`config.mk`:
```
export PLATFORM = sky130hd
export DESIGN_NAME = flash_addr_probe
export DESIGN_NICKNAME = d
export VERILOG_FILES = /design/src/rtl/flash_probe_pkg.sv /design/src/rtl/probe_spi_datapath.sv /design/src/rtl/probe_ctrl.sv /design/src/rtl/flash_addr_probe.sv
export SDC_FILE = /design/constraint.sdc
export NUM_CORES = 1
export LEC_CHECK = 0
export BUFFER_PORTS_ARGS = -buffer_cell sky130_fd_sc_hd__buf_2
export CAP_MARGIN = 20
export CORE_ASPECT_RATIO = 0.9
export CORE_MARGIN = 2
export CORE_UTILIZATION = 53
export CTS_BUF_LIST = sky130_fd_sc_hd__clkbuf_16
export DETAILED_ROUTE_END_ITERATION = 6
export PLACE_DENSITY = 0.75
export REMOVE_ABC_BUFFERS = 1
export SKIP_CTS_REPAIR_TIMING = 1
export SYNTH_ARGS = -nofsm -noshare
export SYNTH_HDL_FRONTEND = slang
export SYNTH_HIERARCHICAL = 1
export SYNTH_SLANG_ARGS = --single-unit
```
`constraint.sdc`:
```
create_clock -name clk -period 2.8 [get_ports clk]
set_input_delay 0.7 -clock clk [delete_from_list [all_inputs] [get_ports clk]]
set_output_delay 0.7 -clock clk [all_outputs]
set_load 0.005 [all_outputs]
```
`src/rtl/flash_probe_pkg.sv`:
```
package flash_probe_pkg;

  // Strobes from the probe controller to the shift datapath
  typedef struct packed {
    logic load;   // start a byte transfer
    logic isCmd;  // byte to send is the read command (otherwise zero)
    logic abort;  // drop the transfer in flight
  } xfer_ctl_t;

  typedef enum logic [2:0] {
    ST_IDLE,
    ST_CMD,
    ST_PROBE,
    ST_STREAM,
    ST_FAIL
  } probe_state_t;

endpackage

```
`src/rtl/probe_spi_datapath.sv`:
```
module probe_spi_datapath
  import flash_probe_pkg::*;
#(
  parameter int DIV_VALUE = 133,
  parameter logic [7:0] CMD_BYTE = 8'h03
) (
  input  logic       clk,
  input  logic       rstN,
  input  xfer_ctl_t  ctl,
  input  logic       spiMiso,
  output logic       spiSclk,
  output logic       spiMosi,
  output logic       busy,
  output logic       byteDone,
  output logic [7:0] rxByte
);

  localparam int CNT_W = (DIV_VALUE > 1) ? $clog2(DIV_VALUE) : 1;
  localparam logic [CNT_W-1:0] CNT_LAST = CNT_W'(DIV_VALUE - 1);

  logic [CNT_W-1:0] divCnt;
  logic [2:0]       bitCnt;
  logic [7:0]       txSh;
  logic [7:0]       rxSh;
  logic             sclkQ;
  logic             tick;

  assign tick     = busy && (divCnt == CNT_LAST);
  assign byteDone = tick && sclkQ && (bitCnt == 3'd7);
  assign spiSclk  = sclkQ;
  assign spiMosi  = txSh[7];
  assign rxByte   = rxSh;

  always_ff @(posedge clk) begin
    if (!rstN) begin
      busy   <= 1'b0;
      sclkQ  <= 1'b0;
      divCnt <= '0;
      bitCnt <= '0;
      txSh   <= '0;
      rxSh   <= '0;
    end else if (ctl.abort) begin
      busy   <= 1'b0;
      sclkQ  <= 1'b0;
      divCnt <= '0;
      bitCnt <= '0;
      txSh   <= '0;
    end else if (ctl.load) begin
      busy   <= 1'b1;
      sclkQ  <= 1'b0;
      divCnt <= '0;
      bitCnt <= '0;
      txSh   <= ctl.isCmd ? CMD_BYTE : 8'h00;
    end else if (busy) begin
      if (tick) begin
        divCnt <= '0;
        if (!sclkQ) begin
          sclkQ <= 1'b1;                     // rising edge: sample
          rxSh  <= {rxSh[6:0], spiMiso};
        end else begin
          sclkQ <= 1'b0;                     // falling edge: shift
          if (bitCnt == 3'd7) begin
            busy <= 1'b0;
          end else begin
            bitCnt <= bitCnt + 3'd1;
            txSh   <= {txSh[6:0], 1'b0};
          end
        end
      end else begin
        divCnt <= divCnt + CNT_W'(1);
      end
    end
  end

  AST_LOAD_WHEN_FREE: assert property (@(posedge clk) disable iff (!rstN)
    ctl.load |-> !busy);
  AST_SCLK_ONLY_BUSY: assert property (@(posedge clk) disable iff (!rstN)
    !busy |-> !spiSclk);
  AST_SCLK_PACED: assert property (@(posedge clk) disable iff (!rstN)
    (!ctl.abort && busy && divCnt != CNT_LAST) |=> $stable(spiSclk));

endmodule

```
`src/rtl/probe_ctrl.sv`:
```
module probe_ctrl
  import flash_probe_pkg::*;
#(
  parameter int MAX_ADDR_BYTES = 4,
  localparam int AB_W = $clog2(MAX_ADDR_BYTES + 1)
) (
  input  logic            clk,
  input  logic            rstN,
  input  logic            bootEn,
  input  logic            byteDone,
  input  logic [7:0]      rxByte,
  output xfer_ctl_t       ctl,
  output logic            spiCsN,
  output logic            dataValid,
  output logic [7:0]      dataByte,
  output logic            detected,
  output logic [AB_W-1:0] addrBytes,
  output logic            bootError
);

  localparam int PC_W = $clog2(MAX_ADDR_BYTES + 2);
  localparam logic [PC_W-1:0] PC_MAX = PC_W'(MAX_ADDR_BYTES);

  probe_state_t    state;
  logic [PC_W-1:0] probeCnt;   // zero bytes completed before the current one
  logic            loadQ;
  logic            cmdQ;
  logic            abortNow;

  assign abortNow = !bootEn && (state != ST_IDLE);

  always_comb begin
    ctl.load  = loadQ;
    ctl.isCmd = cmdQ;
    ctl.abort = abortNow;
  end

  always_ff @(posedge clk) begin
    if (!rstN) begin
      state     <= ST_IDLE;
      spiCsN    <= 1'b1;
      loadQ     <= 1'b0;
      cmdQ      <= 1'b0;
      dataValid <= 1'b0;
      dataByte  <= '0;
      detected  <= 1'b0;
      addrBytes <= '0;
      bootError <= 1'b0;
      probeCnt  <= '0;
    end else begin
      loadQ     <= 1'b0;
      dataValid <= 1'b0;
      if (state == ST_IDLE) begin
        if (bootEn) begin
          spiCsN    <= 1'b0;
          loadQ     <= 1'b1;
          cmdQ      <= 1'b1;
          detected  <= 1'b0;
          addrBytes <= '0;
          bootError <= 1'b0;
          probeCnt  <= '0;
          state     <= ST_CMD;
        end
      end else if (abortNow) begin
        spiCsN    <= 1'b1;
        bootError <= 1'b0;
        state     <= ST_IDLE;
      end else begin
        unique case (state)
          ST_CMD: if (byteDone) begin
            loadQ <= 1'b1;
            cmdQ  <= 1'b0;
            state <= ST_PROBE;
          end
          ST_PROBE: if (byteDone) begin
            if (probeCnt != '0 && rxByte != 8'hFF) begin
              detected  <= 1'b1;
              addrBytes <= AB_W'(probeCnt);
              dataValid <= 1'b1;
              dataByte  <= rxByte;
              loadQ     <= 1'b1;
              state     <= ST_STREAM;
            end else if (probeCnt == PC_MAX) begin
              spiCsN    <= 1'b1;
              bootError <= 1'b1;
              state     <= ST_FAIL;
            end else begin
              loadQ    <= 1'b1;
              probeCnt <= probeCnt + PC_W'(1);
            end
          end
          ST_STREAM: if (byteDone) begin
            dataValid <= 1'b1;
            dataByte  <= rxByte;
            loadQ     <= 1'b1;
          end
          default: ;
        endcase
      end
    end
  end

  AST_ERR_CS_HIGH: assert property (@(posedge clk) disable iff (!rstN)
    bootError |-> spiCsN);
  AST_WIDTH_RANGE: assert property (@(posedge clk) disable iff (!rstN)
    detected |-> (addrBytes >= AB_W'(1) && addrBytes <= AB_W'(MAX_ADDR_BYTES)));
  AST_VALID_NEEDS_DET: assert property (@(posedge clk) disable iff (!rstN)
    dataValid |-> detected);
  AST_ABORT_CS: assert property (@(posedge clk) disable iff (!rstN)
    abortNow |=> (spiCsN && !bootError));

endmodule

```
`src/rtl/flash_addr_probe.sv`:
```
module flash_addr_probe
  import flash_probe_pkg::*;
#(
  parameter int DIV_VALUE = 8'h85,
  parameter logic [7:0] CMD_BYTE = 8'h03,
  parameter int MAX_ADDR_BYTES = 4
) (
  input  logic clk,
  input  logic rstN,
  input  logic bootEn,
  output logic spiSclk,
  output logic spiCsN,
  output logic spiMosi,
  input  logic spiMiso,
  output logic dataValid,
  output logic [7:0] dataByte,
  output logic detected,
  output logic [$clog2(MAX_ADDR_BYTES + 1)-1:0] addrBytes,
  output logic bootError
);

  xfer_ctl_t  ctl;
  logic       busy;
  logic       byteDone;
  logic [7:0] rxByte;

  probe_ctrl #(.MAX_ADDR_BYTES(MAX_ADDR_BYTES)) ctrl_i (
    .clk(clk), .rstN(rstN), .bootEn(bootEn),
    .byteDone(byteDone), .rxByte(rxByte), .ctl(ctl),
    .spiCsN(spiCsN), .dataValid(dataValid), .dataByte(dataByte),
    .detected(detected), .addrBytes(addrBytes), .bootError(bootError)
  );

  probe_spi_datapath #(.DIV_VALUE(DIV_VALUE), .CMD_BYTE(CMD_BYTE)) dp_i (
    .clk(clk), .rstN(rstN), .ctl(ctl), .spiMiso(spiMiso),
    .spiSclk(spiSclk), .spiMosi(spiMosi), .busy(busy),
    .byteDone(byteDone), .rxByte(rxByte)
  );

  AST_CS_SCLK_LOW: assert property (@(posedge clk) disable iff (!rstN)
    spiCsN |-> !spiSclk);

endmodule

```
==> run metrics <==
DR WL/cell 14.3 um; asr flop ratio synth 0; TritonCTS clock tree yes; most frequent cells after synthesis dfxtp_1, a21oi_1, nand4_1; DRT Wirelength 5290 um; Vias/cell 5.82; number of global-route vias before repair 1,953; first-pass GRT wire length 8930 um; # IOs 21; reg2reg start dp_i/divCnt[3]; max cap viols 0; dominant synthesized flop cell dfxtp_1; worst skew pair latency 0.29 ns; startpoint types flip-flop; min Tclk post-route 2.23 ns; Routed Antenna Nets 0; Synth area leaders dfxtp_1, o31ai_1, nand4_1; CTS Buf Count 5; Avg Cell Area, Syn 8.75 um2; maximum level of the CTS H-tree 2; leakage 0.986 nW; status completed; Rel. slew slack 0.621; Final Cycle Share 0.795; pwr/cell area 592 mW/mm2; dpl cells 363; max-slew violation count 0; final instance area 0.00281 mm2; Final GP Congestion 0.845; post-synth cell types 54; dpl cell area 0.00268 mm2; VDD IR max 330 uV; worst r2r path cells 8; RR Endpoint ctrl_i/probeCnt[1]; Seq cells post-synth 52; Synth area leader dfxtp_1; total gr overflow 0; Die Height 70.2 um; endpoints failing setup 0; via count 2,153; number of synthesized flops with an enable pin 0; Reg2Reg Setup Slack 0.57 ns; sequential-to-total area share from yosys stat 0.403; hold path depth 2; crit path DAT 2.41 ns; # DRC 0; initial drt markers 145; Worst Path Required 2.98 ns; Syn Inst Count 295; DR pass1 iterations 4; unrepaired setup endpoints after global routing no; worst hold start ctrl_i/dataByte[1]; final design utilization 0.588; Worst Hold Class reg -> reg; peak per-stage delay on the critical path 0.57 ns; IO Port Bufs 20; All-Layer GR Usage 0.201; n_diodes 0; Worst Max-Slew Pin Slew 0.567 ns; layout cells sized above 1 0.184; Clock transition at path regs 0.06 ns; area delta synth->final 8.77%; clock skew 0.00491 ns; core area 0.00477 mm2; CP max-delay cell or4_1; NumNets Final 315; Setup CP Type reg -> reg; CP max FO 7; Syn Std Cell Area 0.00258 mm2; dpl hpwl 3550 um; crit path cell chain or4_1 > nor3_1 > buf_4 > nand3b_1 > nor2_1 > nand2_1 > and3_1 > o21a_1; Min-Delay Endpoint ctrl_i/dataByte[1]; synth warn 6; largest net degree at the start of global routing 34; antenna violations before repair 0; site row count 24; Sink Count 52; CTS Root Cell clkbuf_16; overall power 1.66 mW; die area 0.00545 mm2; post-synth top area share 0.403; initial core utilization 0.541; die width 77.6 um; FMAX 449 MHz; Worst setup EP type flip-flop; TNS Setup 0 ns; non-filler cells, final 370; clock buffer depth 2; most common cell in the netlist dfxtp_1; endpoints failing hold 0
==> through the flow <==
stage | setup slack, ns | hold WS [ns]
after global routing | 0.397 | 0.491
after global placement | 0.652 | 0.452
after CTS | 0.590 | 0.465
final | 0.574 | 0.463
after detailed placement | 0.607 | 0.456
after floorplan | 0.168 | 0.447
==> layout make-up <==
type / count / area, um2
clock buffers: 5 / 125
clock inverters: 2 / 7.51
fillers: 413 / 1970
inverters: 11 / 41.3
multi-input cells: 207 / 1350
flip-flops and latches: 52 / 1040
well taps: 65 / 81.3
repair buffers: 28 / 160
==> placed cells by master, fill, tap and decap left out, types with 2 or more instances in the layout <==
| cell type | instances |
|---|---|
| nand2b_1 | 6 |
| nand3_1 | 11 |
| nor2_1 | 16 |
| clkbuf_16 | 5 |
| o21ai_0 | 7 |
| ha_1 | 6 |
| mux2i_1 | 2 |
| nor2b_1 | 6 |
| buf_2 | 20 |
| or3_1 | 6 |
| nor3_1 | 6 |
| o21a_1 | 2 |
| xnor2_1 | 2 |
| inv_1 | 11 |
| nand2b_4 | 2 |
| o211ai_1 | 2 |
| clkinv_1 | 2 |
| buf_4 | 8 |
| a21oi_1 | 26 |
| nand2_1 | 21 |
| nand4_1 | 22 |
| or4_1 | 2 |
| a21boi_0 | 3 |
| a31oi_1 | 4 |
| o21ai_2 | 8 |
| o31ai_1 | 21 |
| dfxtp_1 | 52 |
| xor2_1 | 3 |
==> sequential cells by signal, summed over array words and instances, names as in the netlist <==
name and flops:
dp_i/bitCnt 3, ctrl_i/state 3, dp_i/divCnt 8, dp_i/txSh 8, ctrl_i/dataValid 1, ctrl_i/dataByte 8, ctrl_i/loadQ 1, ctrl_i/cmdQ 1
dp_i/spiSclk 1, ctrl_i/detected 1, ctrl_i/addrBytes 3, ctrl_i/bootError 1, dp_i/busy 1, ctrl_i/spiCsN 1, ctrl_i/probeCnt 3, dp_i/rxByte 8
==> where the power goes <==
part | total (mW) | leakage [nW] | internal, mW | switching [mW]
registers | 0.826 | 0.420 | 0.770 | 0.0559
logic | 0.272 | 0.501 | 0.120 | 0.152
clock network | 0.562 | 0.0648 | 0.320 | 0.243
==> logic make-up after synthesis <==
kind of cell,Yosys count,synth area share
flip-flops,52,0.403
multiplexers,2,0.00776
buffers and inverters,36,0.0732
adder cells (fa/ha/maj),6,0.0291
AND/OR/NAND/NOR,108,0.233
XOR/XNOR,5,0.0170
AO/OA/AOI/OAI,86,0.237
==> critical path, delay by kind of cell (launching register included) <==
| kind | cells | cell delay (ns) |
|---|---|---|
| compound gates | 1 | 0.16 |
| buf+inv | 1 | 0.16 |
| flops | 1 | 0.38 |
| simple gates | 6 | 1.42 |
==> worst max path at each step <==
stage / start / end / slack (ns) / depth (start not counted)
after floorplan: dp_i/divCnt[0] / ctrl_i/probeCnt[1] / 0.17 / 9
after global placement: dp_i/divCnt[3] / ctrl_i/probeCnt[1] / 0.65 / 8
after detailed placement: dp_i/divCnt[3] / ctrl_i/probeCnt[1] / 0.61 / 8
after CTS: dp_i/divCnt[3] / ctrl_i/probeCnt[1] / 0.59 / 8
after global routing: dp_i/divCnt[3] / ctrl_i/probeCnt[1] / 0.40 / 8
final: dp_i/divCnt[3] / ctrl_i/probeCnt[1] / 0.57 / 8
==> per-layer routing <==
layer / part of all wire / vias up / wire (um) / track usage
met4: 0.013 / 0 / 71 / 0.0794
li1: - / 1103 / - / -
met1: 0.49 / 994 / 2610 / 0.279
met2: 0.46 / 49 / 2410 / 0.309
met5: 0 / - / 0 / 0
met3: 0.037 / 7 / 197 / 0.0401
(Power assumes the default switching activity.)
